--- src/rtl/rtc_pkg.sv ---
package rtc_pkg;

    localparam int NIB_W      = 4;
    localparam int NUM_DIGITS = 13;
    localparam int SEL_W      = 4;

    localparam int IDX_HR_T   = 5;
    localparam int IDX_DOW    = 6;

    localparam int FLG_HOLD   = 2;
    localparam int FLG_WRITE  = 1;

    typedef enum logic [1:0] {
        ST_RUN,
        ST_HOLD,
        ST_HOLD_PEND,
        ST_CATCHUP
    } rtc_state_e;

    // Step a two-digit BCD value; bit 8 is the carry out of the field.
    function automatic logic [8:0] bcd_step(input logic [7:0] cur,
                                            input logic [7:0] last,
                                            input logic [7:0] first);
        if (cur == last)
            return {1'b1, first};
        else if (cur[3:0] == 4'd9)
            return {1'b0, cur[7:4] + 4'd1, 4'd0};
        else
            return {1'b0, cur[7:4], cur[3:0] + 4'd1};
    endfunction

    function automatic logic is_leap(input logic [7:0] yr);
        if (yr[4] == 1'b0)
            return (yr[3:0] == 4'd0) || (yr[3:0] == 4'd4) || (yr[3:0] == 4'd8);
        else
            return (yr[3:0] == 4'd2) || (yr[3:0] == 4'd6);
    endfunction

    function automatic logic [7:0] last_day(input logic [7:0] mon,
                                            input logic [7:0] yr);
        case (mon)
            8'h02:                      return is_leap(yr) ? 8'h29 : 8'h28;
            8'h04, 8'h06, 8'h09, 8'h11: return 8'h30;
            default:                    return 8'h31;
        endcase
    endfunction

endpackage

--- src/rtl/rtc_cmd_ctrl.sv ---
module rtc_cmd_ctrl
    import rtc_pkg::*;
#(
    parameter int ADDR_W   = 4,
    parameter int DATA_W   = 8,
    parameter int CMD_OFS  = 10,
    parameter int DATA_OFS = 11
) (
    input  logic              clk,
    input  logic              rst_n,
    input  logic              tick_sec,
    input  logic [ADDR_W-1:0] bus_addr,
    input  logic              bus_wr,
    input  logic [DATA_W-1:0] bus_wdata,
    output logic [SEL_W-1:0]  sel,
    output logic              dig_wr,
    output logic              adv
);

    localparam int FLAG_W = DATA_W - SEL_W;

    logic [FLAG_W-1:0] flags_q;
    logic [SEL_W-1:0]  sel_q;
    logic              hold_q;
    logic              cmd_wr;
    rtc_state_e        state_q, state_d;
    logic              unused_flags;

    assign cmd_wr       = bus_wr && (bus_addr == ADDR_W'(CMD_OFS));
    assign hold_q       = flags_q[FLG_HOLD];
    assign sel          = sel_q;
    assign dig_wr       = bus_wr && (bus_addr == ADDR_W'(DATA_OFS)) && flags_q[FLG_WRITE];
    assign unused_flags = ^{flags_q[FLAG_W-1], flags_q[0]};

    always_ff @(posedge clk) begin
        if (!rst_n) begin
            flags_q <= '0;
            sel_q   <= '0;
        end else if (cmd_wr) begin
            flags_q <= bus_wdata[DATA_W-1:SEL_W];
            sel_q   <= bus_wdata[SEL_W-1:0];
        end
    end

    // State register
    always_ff @(posedge clk) begin
        if (!rst_n) state_q <= ST_RUN;
        else        state_q <= state_d;
    end

    // Next state
    always_comb begin
        state_d = state_q;
        unique case (state_q)
            ST_RUN, ST_HOLD: begin
                if (hold_q)
                    state_d = tick_sec ? ST_HOLD_PEND : ST_HOLD;
                else if (tick_sec && dig_wr)
                    state_d = ST_CATCHUP;
                else
                    state_d = ST_RUN;
            end
            ST_HOLD_PEND: begin
                if (hold_q)
                    state_d = ST_HOLD_PEND;
                else if (dig_wr || tick_sec)
                    state_d = ST_CATCHUP;
                else
                    state_d = ST_RUN;
            end
            ST_CATCHUP: begin
                if (hold_q)
                    state_d = ST_HOLD_PEND;
                else if (dig_wr || tick_sec)
                    state_d = ST_CATCHUP;
                else
                    state_d = ST_RUN;
            end
            default: state_d = ST_RUN;
        endcase
    end

    // Outputs
    always_comb begin
        adv = 1'b0;
        unique case (state_q)
            ST_RUN, ST_HOLD:           adv = !hold_q && tick_sec && !dig_wr;
            ST_HOLD_PEND, ST_CATCHUP:  adv = !hold_q && !dig_wr;
            default:                   adv = 1'b0;
        endcase
    end

    AST_NO_ADV_IN_HOLD: assert property (@(posedge clk) disable iff (!rst_n)
        hold_q |-> !adv);
    AST_OWED_RELEASE: assert property (@(posedge clk) disable iff (!rst_n)
        (state_q == ST_HOLD_PEND && !hold_q && !dig_wr) |-> adv);
    AST_WRITE_BLOCKS_ADV: assert property (@(posedge clk) disable iff (!rst_n)
        dig_wr |-> !adv);
    AST_DEFERRED_TICK: assert property (@(posedge clk) disable iff (!rst_n)
        (tick_sec && dig_wr && !hold_q) |=> (state_q == ST_CATCHUP));

endmodule

--- src/rtl/rtc_time_core.sv ---
module rtc_time_core
    import rtc_pkg::*;
(
    input  logic                               clk,
    input  logic                               rst_n,
    input  logic                               adv,
    input  logic                               wr_en,
    input  logic [SEL_W-1:0]                   wr_idx,
    input  logic [NIB_W-1:0]                   wr_nib,
    output logic [NUM_DIGITS-1:0][NIB_W-1:0]   digits
);

    localparam logic [NUM_DIGITS*NIB_W-1:0] RESET_TIME = 52'h0001010000000;

    logic [NUM_DIGITS-1:0][NIB_W-1:0] dig_q, dig_nxt;
    logic [8:0] st_sec, st_min, st_hr, st_day, st_mon, st_yr;
    logic [7:0] mlen;

    assign digits = dig_q;
    assign mlen   = last_day(dig_q[10:9], dig_q[12:11]);

    always_comb begin
        st_sec  = bcd_step(dig_q[1:0],   8'h59, 8'h00);
        st_min  = bcd_step(dig_q[3:2],   8'h59, 8'h00);
        st_hr   = bcd_step(dig_q[5:4],   8'h23, 8'h00);
        st_day  = bcd_step(dig_q[8:7],   mlen,  8'h01);
        st_mon  = bcd_step(dig_q[10:9],  8'h12, 8'h01);
        st_yr   = bcd_step(dig_q[12:11], 8'h99, 8'h00);
        dig_nxt = dig_q;
        dig_nxt[1:0] = st_sec[7:0];
        if (st_sec[8]) begin
            dig_nxt[3:2] = st_min[7:0];
            if (st_min[8]) begin
                dig_nxt[5:4] = st_hr[7:0];
                if (st_hr[8]) begin
                    dig_nxt[IDX_DOW] = (dig_q[IDX_DOW] == 4'd6) ? 4'd0 : dig_q[IDX_DOW] + 4'd1;
                    dig_nxt[8:7]     = st_day[7:0];
                    if (st_day[8]) begin
                        dig_nxt[10:9] = st_mon[7:0];
                        if (st_mon[8])
                            dig_nxt[12:11] = st_yr[7:0];
                    end
                end
            end
        end
    end

    always_ff @(posedge clk) begin
        if (!rst_n) begin
            dig_q <= RESET_TIME;
        end else if (wr_en) begin
            if (wr_idx == SEL_W'(IDX_HR_T))
                dig_q[wr_idx] <= {2'b00, wr_nib[1:0]};
            else if (wr_idx < SEL_W'(NUM_DIGITS))
                dig_q[wr_idx] <= wr_nib;
        end else if (adv) begin
            dig_q <= dig_nxt;
        end
    end

    AST_FROZEN_WITHOUT_ADV: assert property (@(posedge clk) disable iff (!rst_n)
        (!adv && !wr_en) |=> $stable(dig_q));
    AST_SEC_WRAP: assert property (@(posedge clk) disable iff (!rst_n)
        (adv && !wr_en && dig_q[1:0] == 8'h59) |=> (dig_q[1:0] == 8'h00));
    AST_HR_TENS_2BIT: assert property (@(posedge clk) disable iff (!rst_n)
        (wr_en && wr_idx == SEL_W'(IDX_HR_T)) |=> (dig_q[IDX_HR_T][3:2] == 2'b00));

endmodule

--- src/rtl/rtc_digit_mux.sv ---
module rtc_digit_mux
    import rtc_pkg::*;
(
    input  logic [NUM_DIGITS-1:0][NIB_W-1:0] digits,
    input  logic [SEL_W-1:0]                 sel,
    output logic [NIB_W-1:0]                 nib
);

    always_comb begin
        if (sel == SEL_W'(IDX_HR_T))
            nib = {1'b1, 1'b0, digits[IDX_HR_T][1:0]};
        else if (sel < SEL_W'(NUM_DIGITS))
            nib = digits[sel];
        else
            nib = '0;
    end

endmodule

--- src/rtl/rtc_nibble_if.sv ---
module rtc_nibble_if
    import rtc_pkg::*;
#(
    parameter int ADDR_W   = 4,
    parameter int DATA_W   = 8,
    parameter int CMD_OFS  = 10,
    parameter int DATA_OFS = 11
) (
    input  logic              clk,
    input  logic              rst_n,
    input  logic              tick_sec,
    input  logic [ADDR_W-1:0] bus_addr,
    input  logic              bus_wr,
    input  logic              bus_rd,
    input  logic [DATA_W-1:0] bus_wdata,
    output logic [DATA_W-1:0] bus_rdata
);

    logic [SEL_W-1:0]                 sel;
    logic                             dig_wr;
    logic                             adv;
    logic [NUM_DIGITS-1:0][NIB_W-1:0] digits;
    logic [NIB_W-1:0]                 nib;

    rtc_cmd_ctrl #(
        .ADDR_W   (ADDR_W),
        .DATA_W   (DATA_W),
        .CMD_OFS  (CMD_OFS),
        .DATA_OFS (DATA_OFS)
    ) u_ctrl (
        .clk       (clk),
        .rst_n     (rst_n),
        .tick_sec  (tick_sec),
        .bus_addr  (bus_addr),
        .bus_wr    (bus_wr),
        .bus_wdata (bus_wdata),
        .sel       (sel),
        .dig_wr    (dig_wr),
        .adv       (adv)
    );

    rtc_time_core u_core (
        .clk    (clk),
        .rst_n  (rst_n),
        .adv    (adv),
        .wr_en  (dig_wr),
        .wr_idx (sel),
        .wr_nib (bus_wdata[NIB_W-1:0]),
        .digits (digits)
    );

    rtc_digit_mux u_mux (
        .digits (digits),
        .sel    (sel),
        .nib    (nib)
    );

    always_comb begin
        bus_rdata = '0;
        if (bus_rd) begin
            if (bus_addr == ADDR_W'(CMD_OFS))
                bus_rdata = '1;
            else if (bus_addr == ADDR_W'(DATA_OFS))
                bus_rdata = {{(DATA_W-NIB_W){1'b0}}, nib};
        end
    end

    AST_CMD_READ_ONES: assert property (@(posedge clk) disable iff (!rst_n)
        (bus_rd && bus_addr == ADDR_W'(CMD_OFS)) |-> (bus_rdata == '1));
    AST_HIGH_INDEX_ZERO: assert property (@(posedge clk) disable iff (!rst_n)
        (bus_rd && bus_addr == ADDR_W'(DATA_OFS) && sel >= SEL_W'(NUM_DIGITS)) |-> (bus_rdata == '0));
    AST_HRS_FORMAT_FLAG: assert property (@(posedge clk) disable iff (!rst_n)
        (bus_rd && bus_addr == ADDR_W'(DATA_OFS) && sel == SEL_W'(IDX_HR_T)) |-> (bus_rdata[3:2] == 2'b10));
    AST_DATA_UPPER_ZERO: assert property (@(posedge clk) disable iff (!rst_n)
        (bus_rd && bus_addr == ADDR_W'(DATA_OFS)) |-> (bus_rdata[DATA_W-1:NIB_W] == '0));
    AST_UNDECODED_ZERO: assert property (@(posedge clk) disable iff (!rst_n)
        (bus_addr != ADDR_W'(CMD_OFS) && bus_addr != ADDR_W'(DATA_OFS)) |-> (bus_rdata == '0));

endmodule

--- config.mk ---
export PLATFORM = sky130hd
export DESIGN_NAME = rtc_nibble_if
export DESIGN_NICKNAME = d
export VERILOG_FILES = /design/src/rtl/rtc_pkg.sv /design/src/rtl/rtc_cmd_ctrl.sv /design/src/rtl/rtc_time_core.sv /design/src/rtl/rtc_digit_mux.sv /design/src/rtl/rtc_nibble_if.sv
export SDC_FILE = /design/constraint.sdc
export NUM_CORES = 1
export LEC_CHECK = 0
export BUFFER_PORTS_ARGS = -buffer_cell sky130_fd_sc_hd__clkbuf_2
export CORE_MARGIN = 2
export CORE_UTILIZATION = 30
export CTS_CLUSTER_SIZE = 8
export DETAILED_ROUTE_END_ITERATION = 12
export PLACE_DENSITY = 0.51
export SYNTH_ARGS = -nofsm -noshare
export SYNTH_HDL_FRONTEND = slang
export SYNTH_HIERARCHICAL = 1
export SYNTH_SLANG_ARGS = --single-unit
--- constraint.sdc ---
create_clock -name clk -period 4.1 [get_ports clk]
set_clock_uncertainty 0.05 [all_clocks]
set_input_delay 0.41 -clock clk [delete_from_list [all_inputs] [get_ports clk]]
set_output_delay 0.41 -clock clk [all_outputs]
set_load 0.03 [all_outputs]
==> reports/results.tsv, run 1 <==
stage	metric	value	unit
worst_setup_path	startpoint_type	input port	
timing	fin_crit_sh	78.4	%
worst_setup_path	rrSetupSlack	1070	ps
place	dpl.hpwl	10300	um
floorplan	io_pins	25	
timing	fin_crit	3210	ps
timing	worstMarginPinSlew	879	ps
route	vias	4541	
floorplan	die_area	0.0166	sq mm
route	viasPerCell	5.91	
finish	register_area	0.00118	sq mm
timing	timing.fmax	0.311	GHz
clocking	cts-root-buf	clkbuf_16	
grt	grt_max_degree	30	
place	gp_congestion	0.912	
finish	nFillCells	1568	
grt	grt_overflow	0	
yosys	async_flop_share	0	%
worst_setup_path	arrival	3410	ps
power	internal_power	1040	uW
clocking	clkTransAtPathRegs	50	ps
route	drt-pass1-iter-count	5	
timing	report.final.hold_viol_count	0	
timing	rsz0062_at_grt	false	
clocking	clock_latency	330	ps
yosys	synth_top_family_by_area	compound AO/OA/AOI/OAI gates	
yosys	synthAdderAreaFrac	5.37	%
yosys	synth_warnings	6	
floorplan	core	0.0152	sq mm
timing	finalSetupViolCount	0	
clocking	htree_num_levels	3	
worst_setup_path	crit_top_cell	buf_4	
place	io_buffers	22	
status	status	finished, final reports clean	
hold_path	worstHoldStart	bus_wdata[5]	
place	dp_slack	565	ps
route	antenna_left	0	
worst_setup_path	cp-end-kind	register	
yosys	synth_compound_area_share	29.4	%
worst_setup_path	critPathRequiredTime	4290	ps
yosys	synth_mux_area_share	7.76	%
worst_setup_path	rr_startpoint	u_ctrl/sel[0]	
yosys	synth_cells	566	
power	p_leak	0.00183	uW
clocking	cts_tree	built	
clocking	cts.path.max_buffers	2	
yosys	synth_xor_area_share	2.25	%
finish	multiInputGateArea	0.00318	sq mm
power	max-vdd-ir-drop	0.161	mV
floorplan	die_width	129	um
power	clkPwrFrac	51.8	%
worst_setup_path	slowest_stage	or4_1	
floorplan	die_h	129	um
power	power.switching	316	uW
grt	grt_pass1_vias	4241	
power	combinationalPowerShare	5.2	%
power	powerDensity	263	mW/mm^2
yosys	ys_seq_area_share	25.3	%
yosys	synth-seq-cells	59	
worst_setup_path	path_class	in2reg	
clocking	post_cts_resized	0	
floorplan	initial_core_util	30.7	%
worst_setup_path	worstRegToRegCells	6	
yosys	ys.flop_type	dfxtp_1	
finish	layout.nets	612	
hold_path	hold_class	in2reg	
finish	synthToLayoutAreaGrowth	10.9	%
power	swShare	23.3	%
worst_setup_path	setup.worst_path.start	bus_addr[2]	
clocking	postCtsSetupBuffers	0	
worst_setup_path	critPathMaxStageDelay	700	ps
yosys	syn_avg_cell_area	8.24	sq um
hold_path	hold_depth	3	
finish	n_antenna_cell	0	
run	maxCapViolations	0	
clocking	cts_buffers	9	
finish	final_common_cell	dfxtp_1	
worst_setup_path	critPathMaxFanout	22	
power	p_seq_share	43.0	%
finish	layout_common_cells	dfxtp_1, nor2_1, nand2_1, a21oi_1, inv_1	
grt	antenna_found_initial	0	
yosys	synth-simple-area-share	23.4	%
clocking	cts_num_sinks	59	
yosys	ys_types	82	
worst_setup_path	r2r_end	u_core/digits[43]	
timing	fin_ws	886	ps
grt	grtUsageTotal	17.9	%
grt	grt_first_pass_wirelength	23300	um
route	post-route-drc-count	0	
finish	drive_gt1_share	14.5	%
timing	fin_tns_setup	0	ps
yosys	synth_nets	603	
route	wl_per_cell	18.8	um
timing	max_slew_margin	41.3	%
route	drt_iter0_markers	377	
floorplan	rows	45	
hold_path	whs_endpoint	u_ctrl/flags_q[1]	
worst_setup_path	crit_path_cell_trace	clkbuf_2 > and4b_1 > nand3_4 > inv_2 > buf_4 > nor2_1 > or4_1 > buf_4 > or3_4 > a221oi_2	
route	routed_wl	14400	um
timing	finalMaxSlewViolations	0	
clocking	cts_hold_buf	0	
yosys	synth_edf_count	0	
yosys	syn_area	0.00466	sq mm
==> synth_stat cells (11+ instances only) <==
library cell	instances	area share, %
a21oi_1	34	3.6
a31oi_1	12	1.6
clkbuf_1	15	1.2
dfxtp_1	59	25
ha_1	20	5.4
inv_1	32	2.6
mux2i_1	11	2.4
nand2_1	45	3.6
nand3_1	20	2.1
nor2_1	50	4.0
nor2b_1	11	1.5
nor3_1	13	1.4
o211a_1	13	2.8
o21ai_0	24	2.6
o21ai_1	11	1.2
o221ai_1	16	3.0
o22ai_1	15	2.0
==> registers in the layout, summed over array words and instances (netlist names) <==
register        count
u_ctrl/flags_q      2
u_core/digits      52
u_ctrl/sel          4
u_ctrl/state_q      1
==> power groups by stage <==
stage	Sequential, uW	Combinational, uW	Clock (uW)
floorplan	594	44.4	0
global placement	597	67.2	0
detailed placement	597	69.1	0
CTS	585	69.7	718
global route	586	76.8	753
finish	585	70.6	704
==> logic make-up (layout without fill, tap and decap cells) <==
logic type,after synthesis,count (layout)
flip-flops,59,59
multiplexers,23,23
buffers and inverters,67,81
AO/OA/AOI/OAI,186,186
AND/OR/NAND/NOR,199,199
XOR/XNOR,12,12
adder cells (fa/ha/maj),20,20
==> final cells by class <==
cell class,count,share of cell area (%)
clock buffers,14,5.11
repair buffers,31,3.44
well taps,188,4.55
clock inverters,2,0.194
inverters,34,2.47
multi-input cells,440,61.4
flip-flops and latches,59,22.8
==> stage by stage <==
step                area (sq um)  utilization [%]  power (uW)  instances  hold slack [ps]
floorplan                   4660                -         638        566              418
global placement            4900             32.2         664        752              420
detailed placement          4900             32.2         666        752              425
CTS                         5170             34.0        1370        768              283
global route                5170             34.0        1420        768              286
finish                      5170             34.0        1360        768              287
==> worst max path at each step <==
| stage | end | slack, ps | cells past startpoint |
|---|---|---|---|
| floorplan | u_core/digits[23] | 1340 | 12 |
| global placement | u_core/digits[44] | 630 | 11 |
| detailed placement | u_core/digits[43] | 570 | 10 |
| CTS | u_core/digits[43] | 900 | 10 |
| global route | u_core/digits[22] | 680 | 11 |
| finish | u_core/digits[43] | 890 | 10 |
==> critical path: cells and delay by family <==
family,cells,cell delay (ps)
AOI/OAI and AO/OA,1,300
and+or+nand+nor,5,1850
buffers and inverters,4,830
==> layer usage <==
metal | track usage, % | wire length (um)
met5 | 0 | 0
met4 | 5.75 | 196
met3 | 3.62 | 889
met2 | 28.1 | 6480
met1 | 24.7 | 6850
Power figures use the tool's default switching activity.
==> run 2: changes to the inputs <==
--- a/config.mk
+++ b/config.mk
@@ -10,7 +10,7 @@
 export CORE_UTILIZATION = 30
 export CTS_CLUSTER_SIZE = 8
 export DETAILED_ROUTE_END_ITERATION = 12
-export PLACE_DENSITY = 0.51
+export PLACE_DENSITY = 0.53
 export SYNTH_ARGS = -nofsm -noshare
 export SYNTH_HDL_FRONTEND = slang
 export SYNTH_HIERARCHICAL = 1
==> constraint.sdc (replaced) <==
create_clock -name clk -period 2.91 [get_ports clk]
set_clock_uncertainty 0.05 [all_clocks]
set_input_delay 0.291 -clock clk [delete_from_list [all_inputs] [get_ports clk]]
set_output_delay 0.291 -clock clk [all_outputs]
set_load 0.03 [all_outputs]
==> run 2 against run 1 <==
  * Setup slack worse by 710 ps
  * Die area is the same
  * Combinational power up 46%
  * Sequential power is 41% higher
  * Critical path depth shrank 2
  * First-iteration DRC count is 1.1% higher
  * Power grew 60%
  * Clock-buffer cell count is 3 lower
  * Critical endpoint is now bus_rdata[0]
  * Largest power group unchanged
==> reports/results.tsv, run 2 (synthesis gave the netlist of run 1 again) <==
stage	metric	value	unit	change
status	status	finished, final reports clean		unchanged
route	drt_iter0_markers	381		was 377
power	swShare	21.6	%	was 23.3%
grt	grt_first_pass_wirelength	23800	um	was 23300 um
route	wl_per_cell	18.5	um	was 18.8 um
clocking	clkTransAtPathRegs	50	ps	about the same
place	dpl_cell_area	0.00513	sq mm	was 0.00490 sq mm
place	dpl.hpwl	10700	um	was 10300 um
timing	worstMarginPinSlew	652	ps	was 879 ps
timing	report.final.hold_viol_count	0		unchanged
clocking	cts_tree	built		unchanged
clocking	cts_num_sinks	59		unchanged
timing	max_slew_margin	56.4	%	was 41.3%
timing	timing.fmax	0.365	GHz	
clocking	cts.path.max_buffers	2		unchanged
finish	multiInputGateArea	0.00318	sq mm	unchanged
power	combinationalPowerShare	4.7	%	was 5.2%
worst_setup_path	cp-endpoint	bus_rdata[0]		was u_core/digits[43]
floorplan	io_pins	25		unchanged
clocking	post_cts_resized	0		unchanged
route	drt-pass1-iter-count	5		unchanged
worst_setup_path	rrSetupSlack	190	ps	was 1070 ps
place	io_buffers	22		unchanged
clocking	cts_buffers	9		unchanged
route	antenna_left	0		unchanged
worst_setup_path	arrival	2400	ps	was 3410 ps
finish	final_common_cell	dfxtp_1		unchanged
clocking	htree_num_levels	3		unchanged
finish	register_area	0.00118	sq mm	unchanged
power	p_seq_share	37.7	%	was 43.0%
power	p_leak	0.00202	uW	was 0.00183 uW
route	vias	4647		was 4541
timing	fin_crit_sh	94.1	%	
floorplan	die_area	0.0166	sq mm	unchanged
worst_setup_path	startpoint_type	register		was input port
worst_setup_path	path_class	reg2out		was in2reg
floorplan	rows	45		unchanged
power	max-vdd-ir-drop	0.277	mV	was 0.161 mV
route	viasPerCell	5.82		was 5.91
grt	antenna_found_initial	0		unchanged
route	post-route-drc-count	0		unchanged
floorplan	initial_core_util	30.7	%	unchanged
finish	layout.nets	642		was 612
finish	nFillCells	1597		was 1568
finish	layout_common_cells	dfxtp_1, nor2_1, nand2_1, buf_4, a21oi_1		was dfxtp_1, nor2_1, nand2_1, a21oi_1, inv_1
grt	grt_overflow	0		unchanged
worst_setup_path	rr_startpoint	u_core/digits[20]		was u_ctrl/sel[0]
grt	grt_max_degree	20		was 30
place	gp_congestion	0.886		was 0.912
timing	fin_crit	2740	ps	
timing	fin_tns_setup	0	ps	unchanged
worst_setup_path	worstRegToRegCells	8		was 6
finish	largest_reg_flops	52		unchanged
clocking	postCtsSetupBuffers	0		unchanged
power	clkPwrFrac	57.6	%	was 51.8%
grt	grt_pass1_vias	4414		was 4241
worst_setup_path	critPathMaxFanout	19		was 22
finish	n_antenna_cell	0		unchanged
timing	finalSetupViolCount	0		unchanged
finish	synthToLayoutAreaGrowth	17.5	%	was 10.9%
grt	grtUsageTotal	18.5	%	was 17.9%
finish	drive_gt1_share	19.0	%	was 14.5%
timing	rsz0062_at_grt	false		unchanged
floorplan	die_h	129	um	unchanged
clocking	cts_hold_buf	0		unchanged
worst_setup_path	critPathRequiredTime	2570	ps	was 4290 ps
floorplan	core	0.0152	sq mm	unchanged
clocking	cts-root-buf	clkbuf_16		unchanged
hold_path	hold_class	in2reg		unchanged
run	maxCapViolations	0		unchanged
clocking	clock_latency	350	ps	was 330 ps
power	powerDensity	398	mW/mm^2	was 263 mW/mm^2
route	routed_wl	14700	um	was 14400 um
power	power.switching	472	uW	was 316 uW
floorplan	die_width	129	um	unchanged
power	internal_power	1710	uW	was 1040 uW
timing	finalMaxSlewViolations	0		unchanged
finish	final_area	0.00548	sq mm	was 0.00517 sq mm
worst_setup_path	cp-end-kind	output pin		was register
worst_setup_path	setup.worst_path.start	u_ctrl/sel[0]		was bus_addr[2]
worst_setup_path	r2r_end	u_core/digits[41]		was u_core/digits[43]
run 2: cell count changes in the layout (fill, tap and decap cells not counted), sizes merged:
cell	previous run	this run
clkbuf	36	33
buf	9	39
bufinv	0	3
run 2: stage by stage:
step	total power, uW	hold slack (ps)	cells	util [%]	setup slack (ps)
detailed placement	941	448	782	33.8	95.9
global placement	940	442	782	33.8	89.0
CTS	2200	142	798	36.0	167
global route	2260	181	798	36.0	4.64
floorplan	899	403	566	-	271
finish	2180	152	798	36.0	171
run 2: worst max-delay path: stages (launching register included):
cell and delay (ps):
dfxtp_1 570, buf_12 220, mux4_2 560, nor2b_1 150, a31oi_1 130, a21oi_1 90, inv_1 70, a21oi_1 60
clkbuf_2 180
run 2: how the worst min path moves through the flow:
| stage | startpoint | to | slack [ps] | cells past startpoint |
|---|---|---|---|---|
| after floorplan | bus_wdata[5] | u_ctrl/flags_q[1] | 400 | 2 |
| after global placement | u_ctrl/flags_q[1] | u_ctrl/state_q[1] | 440 | 2 |
| after detailed placement | u_ctrl/flags_q[1] | u_ctrl/state_q[1] | 450 | 2 |
| after CTS | bus_wdata[5] | u_ctrl/flags_q[1] | 140 | 3 |
| after global routing | bus_wdata[5] | u_ctrl/flags_q[1] | 180 | 3 |
| final | bus_wdata[5] | u_ctrl/flags_q[1] | 150 | 3 |
run 2: per-layer routing:
| layer | track usage [%] | vias up | part of all wire [%] |
|---|---|---|---|
| met2 | 29.4 | 174 | 45 |
| met5 | 0 | - | 0 |
| met1 | 24.5 | 2223 | 46 |
| li1 | - | 2222 | - |
| met4 | 8.63 | 0 | 2.6 |
| met3 | 3.12 | 28 | 6.0 |
run 2: power by group through the flow:
stage                     Combinational [uW]  Clock (uW)  Sequential (uW)
after global routing                     112        1320              823
final                                    103        1260              822
after floorplan                         62.6           0              837
after global placement                   101           0              839
after detailed placement                 102           0              839
after CTS                                102        1280              822
run 2: cell type report:
| cell class | instances | share of cell area, % |
|---|---|---|
| clock buffers | 11 | 4.43 |
| inverters | 34 | 2.33 |
| repair buffers | 61 | 7.58 |
| well taps | 188 | 4.29 |
| clock inverters | 5 | 1.83 |
| multi-input cells | 440 | 58.0 |
| flip-flops and latches | 59 | 21.6 |
